--- config.mk ---
export PLATFORM = sky130hd
export DESIGN_NAME = serial_rx_lanes
export DESIGN_NICKNAME = d
export VERILOG_FILES = /design/src/rtl/srx_pkg.sv /design/src/rtl/srx_tick_gen.sv /design/src/rtl/srx_frame_fsm.sv /design/src/rtl/srx_hold_lanes.sv /design/src/rtl/serial_rx_lanes.sv
export SDC_FILE = /design/constraint.sdc
export NUM_CORES = 1
export LEC_CHECK = 0
export BUFFER_PORTS_ARGS = -buffer_cell sky130_fd_sc_hd__buf_4
export CORE_UTILIZATION = 40
export DETAILED_ROUTE_END_ITERATION = 8
export SYNTH_ARGS = -nofsm -noshare
export SYNTH_HDL_FRONTEND = slang
export SYNTH_SLANG_ARGS = --single-unit
export TNS_END_PERCENT = 30
--- constraint.sdc ---
create_clock -name clk -period 2.89 [get_ports clk]
set_input_delay 0.578 -clock clk [delete_from_list [all_inputs] [get_ports clk]]
set_output_delay 0.578 -clock clk [all_outputs]
set_load 0.05 [all_outputs]
--- src/rtl/srx_pkg.sv ---
package srx_pkg;

  typedef enum logic [1:0] {
    ST_IDLE,
    ST_START,
    ST_DATA,
    ST_STOP
  } rx_state_e;

  typedef enum logic [1:0] {
    FMT_D8,
    FMT_D7P,
    FMT_D9
  } rx_fmt_e;

  function automatic rx_fmt_e decode_fmt(input logic [2:0] code);
    case (code)
      3'b001, 3'b010: decode_fmt = FMT_D7P;
      3'b011:         decode_fmt = FMT_D9;
      default:        decode_fmt = FMT_D8;
    endcase
  endfunction

  function automatic logic [3:0] frame_bits(input rx_fmt_e f);
    frame_bits = (f == FMT_D9) ? 4'd9 : 4'd8;
  endfunction

endpackage

--- src/rtl/srx_tick_gen.sv ---
module srx_tick_gen #(
  parameter int DIV = 4
) (
  input  logic clk,
  input  logic rst_n,
  input  logic clk_src_i,
  input  logic ext_clk_i,
  output logic tick_o
);
  localparam int CW = (DIV > 1) ? $clog2(DIV) : 1;

  logic [CW-1:0] div_q, div_d;
  logic [2:0]    ext_q;
  logic          int_tick, ext_tick;

  assign int_tick = (div_q == CW'(DIV - 1));
  assign ext_tick = ext_q[1] & ~ext_q[2];
  assign tick_o   = clk_src_i ? ext_tick : int_tick;

  always_comb begin
    div_d = int_tick ? '0 : div_q + 1'b1;
  end

  always_ff @(posedge clk or negedge rst_n) begin
    if (!rst_n) begin
      div_q <= '0;
      ext_q <= '0;
    end else begin
      div_q <= div_d;
      ext_q <= {ext_q[1:0], ext_clk_i};
    end
  end
endmodule

--- src/rtl/srx_frame_fsm.sv ---
module srx_frame_fsm
  import srx_pkg::*;
#(
  parameter int OSR = 16
) (
  input  logic       clk,
  input  logic       rst_n,
  input  logic       tick_i,
  input  logic       rxd_i,
  input  logic [2:0] fmt_i,
  output logic       done_o,
  output logic [7:0] byte_o,
  output logic       ferr_o
);
  localparam int OW = $clog2(OSR);
  localparam logic [OW-1:0] MID  = OW'(OSR / 2 - 1);
  localparam logic [OW-1:0] LAST = OW'(OSR - 1);

  rx_state_e     st_q, st_d;
  rx_fmt_e       fmt_q, fmt_d;
  logic [OW-1:0] os_q, os_d;
  logic [3:0]    bit_q, bit_d;
  logic [8:0]    sr_q, sr_d;
  logic [2:0]    sync_q;
  logic          rx_s, fall;

  assign rx_s = sync_q[1];
  assign fall = sync_q[2] & ~sync_q[1];

  always_comb begin
    st_d   = st_q;
    fmt_d  = fmt_q;
    os_d   = os_q;
    bit_d  = bit_q;
    sr_d   = sr_q;
    done_o = 1'b0;
    ferr_o = 1'b0;
    case (st_q)
      ST_IDLE: if (fall) begin
        st_d  = ST_START;
        os_d  = '0;
        fmt_d = decode_fmt(fmt_i);
      end
      ST_START: if (tick_i) begin
        if (os_q == MID) begin
          os_d  = '0;
          bit_d = '0;
          st_d  = rx_s ? ST_IDLE : ST_DATA;
        end else begin
          os_d = os_q + 1'b1;
        end
      end
      ST_DATA: if (tick_i) begin
        if (os_q == LAST) begin
          os_d = '0;
          sr_d = {rx_s, sr_q[8:1]};
          if (bit_q == frame_bits(fmt_q) - 4'd1) st_d = ST_STOP;
          else bit_d = bit_q + 4'd1;
        end else begin
          os_d = os_q + 1'b1;
        end
      end
      default: if (tick_i) begin
        if (os_q == LAST) begin
          done_o = 1'b1;
          ferr_o = ~rx_s;
          st_d   = ST_IDLE;
        end else begin
          os_d = os_q + 1'b1;
        end
      end
    endcase
  end

  always_comb begin
    case (fmt_q)
      FMT_D9:  byte_o = sr_q[7:0];
      FMT_D7P: byte_o = {1'b0, sr_q[7:1]};
      default: byte_o = sr_q[8:1];
    endcase
  end

  always_ff @(posedge clk or negedge rst_n) begin
    if (!rst_n) begin
      st_q   <= ST_IDLE;
      fmt_q  <= FMT_D8;
      os_q   <= '0;
      bit_q  <= '0;
      sr_q   <= '0;
      sync_q <= 3'b111;
    end else begin
      st_q   <= st_d;
      fmt_q  <= fmt_d;
      os_q   <= os_d;
      bit_q  <= bit_d;
      sr_q   <= sr_d;
      sync_q <= {sync_q[1:0], rxd_i};
    end
  end
endmodule

--- src/rtl/srx_hold_lanes.sv ---
module srx_hold_lanes #(
  parameter int BYTE_W = 8,
  parameter int LANES  = 3,
  parameter int AW     = 2
) (
  input  logic                    clk,
  input  logic                    rst_n,
  input  logic                    done_i,
  input  logic [BYTE_W-1:0]       byte_i,
  input  logic                    ferr_i,
  input  logic                    rd_i,
  input  logic [AW-1:0]           rd_addr_i,
  output logic [BYTE_W*LANES-1:0] rd_data_o,
  output logic                    full_o,
  output logic                    ovr_o,
  output logic                    ferr_o
);
  logic [BYTE_W-1:0] hold_q, hold_d;
  logic              full_q, full_d, ovr_q, ovr_d, ferr_q, ferr_d;
  logic              rd_hit, busy;

  assign rd_hit = rd_i && (rd_addr_i < AW'(LANES));
  assign busy   = full_q & ~rd_hit;

  always_comb begin
    hold_d = hold_q;
    full_d = full_q;
    ovr_d  = ovr_q;
    ferr_d = ferr_q;
    if (done_i) begin
      if (!busy) begin
        hold_d = byte_i;
        full_d = 1'b1;
        ferr_d = ferr_i;
        if (rd_hit) ovr_d = 1'b0;
      end else begin
        ovr_d = 1'b1;
      end
    end else if (rd_hit) begin
      full_d = 1'b0;
      ovr_d  = 1'b0;
    end
  end

  for (genvar g = 0; g < LANES; g++) begin : g_lane
    assign rd_data_o[g*BYTE_W +: BYTE_W] =
      (rd_i && rd_addr_i == AW'(g)) ? hold_q : '0;
  end

  assign full_o = full_q;
  assign ovr_o  = ovr_q;
  assign ferr_o = ferr_q;

  always_ff @(posedge clk or negedge rst_n) begin
    if (!rst_n) begin
      hold_q <= '0;
      full_q <= 1'b0;
      ovr_q  <= 1'b0;
      ferr_q <= 1'b0;
    end else begin
      hold_q <= hold_d;
      full_q <= full_d;
      ovr_q  <= ovr_d;
      ferr_q <= ferr_d;
    end
  end
endmodule

--- src/rtl/serial_rx_lanes.sv ---
module serial_rx_lanes #(
  parameter int DIV = 4,
  parameter int OSR = 16
) (
  input  logic        clk,
  input  logic        rst_n,
  input  logic        rxd_i,
  input  logic [2:0]  fmt_sel_i,
  input  logic        clk_src_i,
  input  logic        ext_clk_i,
  input  logic        rd_i,
  input  logic [1:0]  rd_addr_i,
  output logic [23:0] rd_data_o,
  output logic        rx_full_o,
  output logic        overrun_o,
  output logic        frame_err_o
);
  logic       tick;
  logic       word_done;
  logic [7:0] word_byte;
  logic       word_ferr;

  srx_tick_gen #(.DIV(DIV)) u_tick (
    .clk       (clk),
    .rst_n     (rst_n),
    .clk_src_i (clk_src_i),
    .ext_clk_i (ext_clk_i),
    .tick_o    (tick)
  );

  srx_frame_fsm #(.OSR(OSR)) u_fsm (
    .clk    (clk),
    .rst_n  (rst_n),
    .tick_i (tick),
    .rxd_i  (rxd_i),
    .fmt_i  (fmt_sel_i),
    .done_o (word_done),
    .byte_o (word_byte),
    .ferr_o (word_ferr)
  );

  srx_hold_lanes #(.BYTE_W(8), .LANES(3), .AW(2)) u_hold (
    .clk       (clk),
    .rst_n     (rst_n),
    .done_i    (word_done),
    .byte_i    (word_byte),
    .ferr_i    (word_ferr),
    .rd_i      (rd_i),
    .rd_addr_i (rd_addr_i),
    .rd_data_o (rd_data_o),
    .full_o    (rx_full_o),
    .ovr_o     (overrun_o),
    .ferr_o    (frame_err_o)
  );
endmodule

==> run summary <==
• run status: complete, no violations
• number of inserted diodes: 0
• cell with the largest stage delay on the worst path: sky130_fd_sc_hd__nor3b_1
• portion of the post-synthesis area used by sequential elements: 46.9%
• layout cells sized above 1: 36.9%
• max frequency: 0.459 GHz
• ys async rst share: 100%
• critical path endpoint category: output pin
• HPWL reported at the end of detailed placement: 3110 um
• count of fill cells added during filler insertion: 490
• synthesized area divided by synthesized cell count: 11.7 um2
• post-route fraction of the period consumed by the critical path: 75.4%
• switching power as a share of total power: 35.0%
• Post-CTS Resized: 0
• combinational power share: 27.3%
• share of total power in sequential cells: 47.9%
• Crit path buffers/inverters: 2
• Final min period: 2.18 ns
• number of buffers inserted by hold repair at cts: 0
• count of buffers from port buffering: 37
• Cells after Synth: 183
• standard-cell rows: 26
• power density over cell area: 609 mW/mm2
• setup repair after global routing missed its margin: false
• Clock power frac: 24.8%
• TritonCTS Buffers: 5
• core outline area: 0.00514 mm2
• stage delay of the slowest cell on the critical path: 0.49 ns
• global-route congestion overflow total: 0
• predominant post-synthesis flop cell: sky130_fd_sc_hd__dfrtp_1
• # setup viols final: 0
• cells traversed along the worst timing path: buf_4 -> nor3b_1 -> and2_1 -> buf_4
• Post-Synthesis Cell Area: 0.00214 mm2
• y dimension of the die: 75.2 um
• Detail Route Antenna Nets: 0
• Final Hold Viols: 0
• number of iterations in the first detailed-routing pass: 4
• buffers inserted during post-CTS setup optimization: 0
• number of enable flip-flop cells after synthesis: 0
• Total Routing Usage GR: 15.4%
• largest voltage drop on the vdd net: 0.275 mV
• Area Growth Syn to Fin: 20.1%
• max-cap viol count: 0
• transition time at the pin with the least slew margin: 0.570 ns
• clock tree root driver cell: sky130_fd_sc_hd__clkbuf_8
• count of state elements after synthesis: 40
• sequential cell area in the final layout: 0.00100 mm2
• CTS tree: built
• final core utilization: 50.0%
• library cells used by synthesis: 57
• wire length reported by the detailed router: 4150 um
• worst relative slew slack: 61.9%
• initial antenna violation count: 0
• wire length of the first global-routing pass: 6470 um
• Clock Tree Buf Depth: 2
• clock-pin slew on the worst setup and hold paths: 0.08 ns
• aggregate negative setup slack: 0 ns
• Die X-Extent: 75.2 um
• total internal power: 1020 uW
• type of the most critical hold path: input port to asynchronous set/reset pin
• switching power: 549 uW
• depth of the CTS H-tree: 2
• WL/cell: 14.2 um
• average via count per standard cell: 5.34
• Initial Util: 41.7%
• Worst-Skew Late Latency: 0.29 ns
• type of the worst setup path: input port to output pin
• Die Area: 0.00565 mm2
• arrival time reported for the critical path endpoint: 1.60 ns
• DRC violations left: 0
• most frequent cell on the critical path: sky130_fd_sc_hd__buf_4
• weighted congestion at the end of routability-driven global placement: 0.785
• DRC marker count from the first detailed-route iteration: 72
• required arrival time at the worst endpoint: 2.31 ns
• Post-Syn Nets: 200
• largest net degree at the start of global routing: 41
• Final #Nets: 238
• via count: 1,560
• element type at the critical path start: input port
• number of global-route vias before repair: 1,387
• Leakage: 0.00120 uW
• CP top delay family: simple AND/OR/NAND/NOR gates
• Final Max Slew Viols: 0
• Yosys warning total: 0
• peak fanout along the critical path: 8
• Setup Skew: 0.00469 ns
• area of the multi-input gates: 0.00109 mm2
• top-level I/O count: 38
• most used cells in the layout excluding fill and tap cells: 37 x sky130_fd_sc_hd__buf_4, 37 x sky130_fd_sc_hd__dfrtp_1, 26 x sky130_fd_sc_hd__and2_1, 19 x sky130_fd_sc_hd__mux2_2, 10 x sky130_fd_sc_hd__a22o_1
• clock sink total: 40
• total power: 1570 uW
kinds of logic after synthesis:
family	synth area share (%)
flops	46.9
fa+ha+maj	3.50
xor+xnor	1.23
buf+inv	2.22
mux	10.7
simple gates	21.7
compound gates	13.8
metrics by stage:
stage / area [um2] / hold slack [ns] / instances / setup slack, ns
floorplan: 2140 / 0.282 / 183 / 0.859
global placement: 2470 / 0.341 / 284 / 0.734
detailed placement: 2470 / 0.340 / 284 / 0.676
CTS: 2570 / 0.271 / 292 / 0.676
global route: 2570 / 0.287 / 292 / 0.569
finish: 2570 / 0.251 / 292 / 0.712
cell type report:
class | instances | share of cell area, %
multi-input cells | 133 | 42.4
flip-flops and latches | 40 | 39.1
repair buffers | 37 | 10.8
well taps | 70 | 3.40
clock buffers | 6 | 3.21
clock inverters | 2 | 0.584
inverters | 4 | 0.584
registers in the layout, summed over array words and instances (netlist names):
| register | cells |
|---|---|
| u_fsm.bit_q | 4 |
| u_fsm.fmt_q | 2 |
| u_fsm.os_q | 4 |
| u_fsm.sr_q | 9 |
| u_fsm.st_q | 2 |
| u_fsm.sync_q | 3 |
| u_hold.ferr_o | 1 |
| u_hold.full_o | 1 |
| u_hold.hold_q | 8 |
| u_hold.ovr_o | 1 |
| u_tick.div_q | 2 |
| u_tick.ext_q | 3 |
cells in the mapped netlist, types with 2 or more instances:
cell	n	area share, %
sky130_fd_sc_hd__mux2_2	19	10
sky130_fd_sc_hd__and2_1	26	7.6
sky130_fd_sc_hd__nor3b_1	2	0.70
sky130_fd_sc_hd__buf_2	2	0.47
sky130_fd_sc_hd__o22ai_1	2	0.58
sky130_fd_sc_hd__nor2b_1	2	0.58
sky130_fd_sc_hd__clkbuf_1	2	0.35
sky130_fd_sc_hd__o31ai_1	2	0.70
sky130_fd_sc_hd__nand4bb_1	2	1.1
sky130_fd_sc_hd__and3_1	2	0.58
sky130_fd_sc_hd__and3b_1	2	0.82
sky130_fd_sc_hd__a21oi_1	4	0.93
sky130_fd_sc_hd__xnor2_1	2	0.82
sky130_fd_sc_hd__dfstp_2	3	3.7
sky130_fd_sc_hd__dfrtp_1	37	43
sky130_fd_sc_hd__inv_1	4	0.70
sky130_fd_sc_hd__ha_1	6	3.5
sky130_fd_sc_hd__o21ai_0	3	0.70
sky130_fd_sc_hd__a31oi_1	3	0.88
sky130_fd_sc_hd__nor2_1	4	0.70
sky130_fd_sc_hd__nand2_1	4	0.70
sky130_fd_sc_hd__nand3_1	4	0.93
sky130_fd_sc_hd__nand2b_1	3	0.88
sky130_fd_sc_hd__a22o_1	10	4.1
worst register-to-register path, stage by stage, from the launching register on:
cell	delay, ns
sky130_fd_sc_hd__dfrtp_1	0.57
sky130_fd_sc_hd__nor2b_1	0.36
sky130_fd_sc_hd__a21oi_1	0.20
sky130_fd_sc_hd__or3_4	0.40
sky130_fd_sc_hd__mux2_4	0.30
path summary, 6_finish.rpt:
kind,start,endpoint,slack [ns],cells after the start
max in group asynchronous,rst_n,u_fsm.sync_q[1],2.27,1
hold reg to reg,u_tick.ext_q[0],u_tick.ext_q[1],0.36,0
setup / recovery,rd_addr_i[1],rd_data_o[0],0.71,4
hold / removal,rst_n,u_fsm.st_q[0],0.25,1
setup reg to reg,u_fsm.st_q[1],u_fsm.bit_q[0],0.96,4
min in group clk,u_tick.ext_q[0],u_tick.ext_q[1],0.36,0
power groups by stage:
stage	Combinational [uW]	Clock, uW	Sequential (uW)
after floorplan	381	0	709
after global placement	406	0	752
after detailed placement	428	0	759
after CTS	431	404	749
after global routing	475	427	768
final	428	388	751
per-layer routing:
layer | GRT usage [%] | up-vias | share of wire, %
met2 | 24.6 | 51 | 46
met5 | 0 | - | 0
met3 | 4.42 | 6 | 6.2
met1 | 20.0 | 755 | 46
li1 | - | 748 | -
met4 | 5.97 | 0 | 1.3
Power figures use the tool's default switching activity.
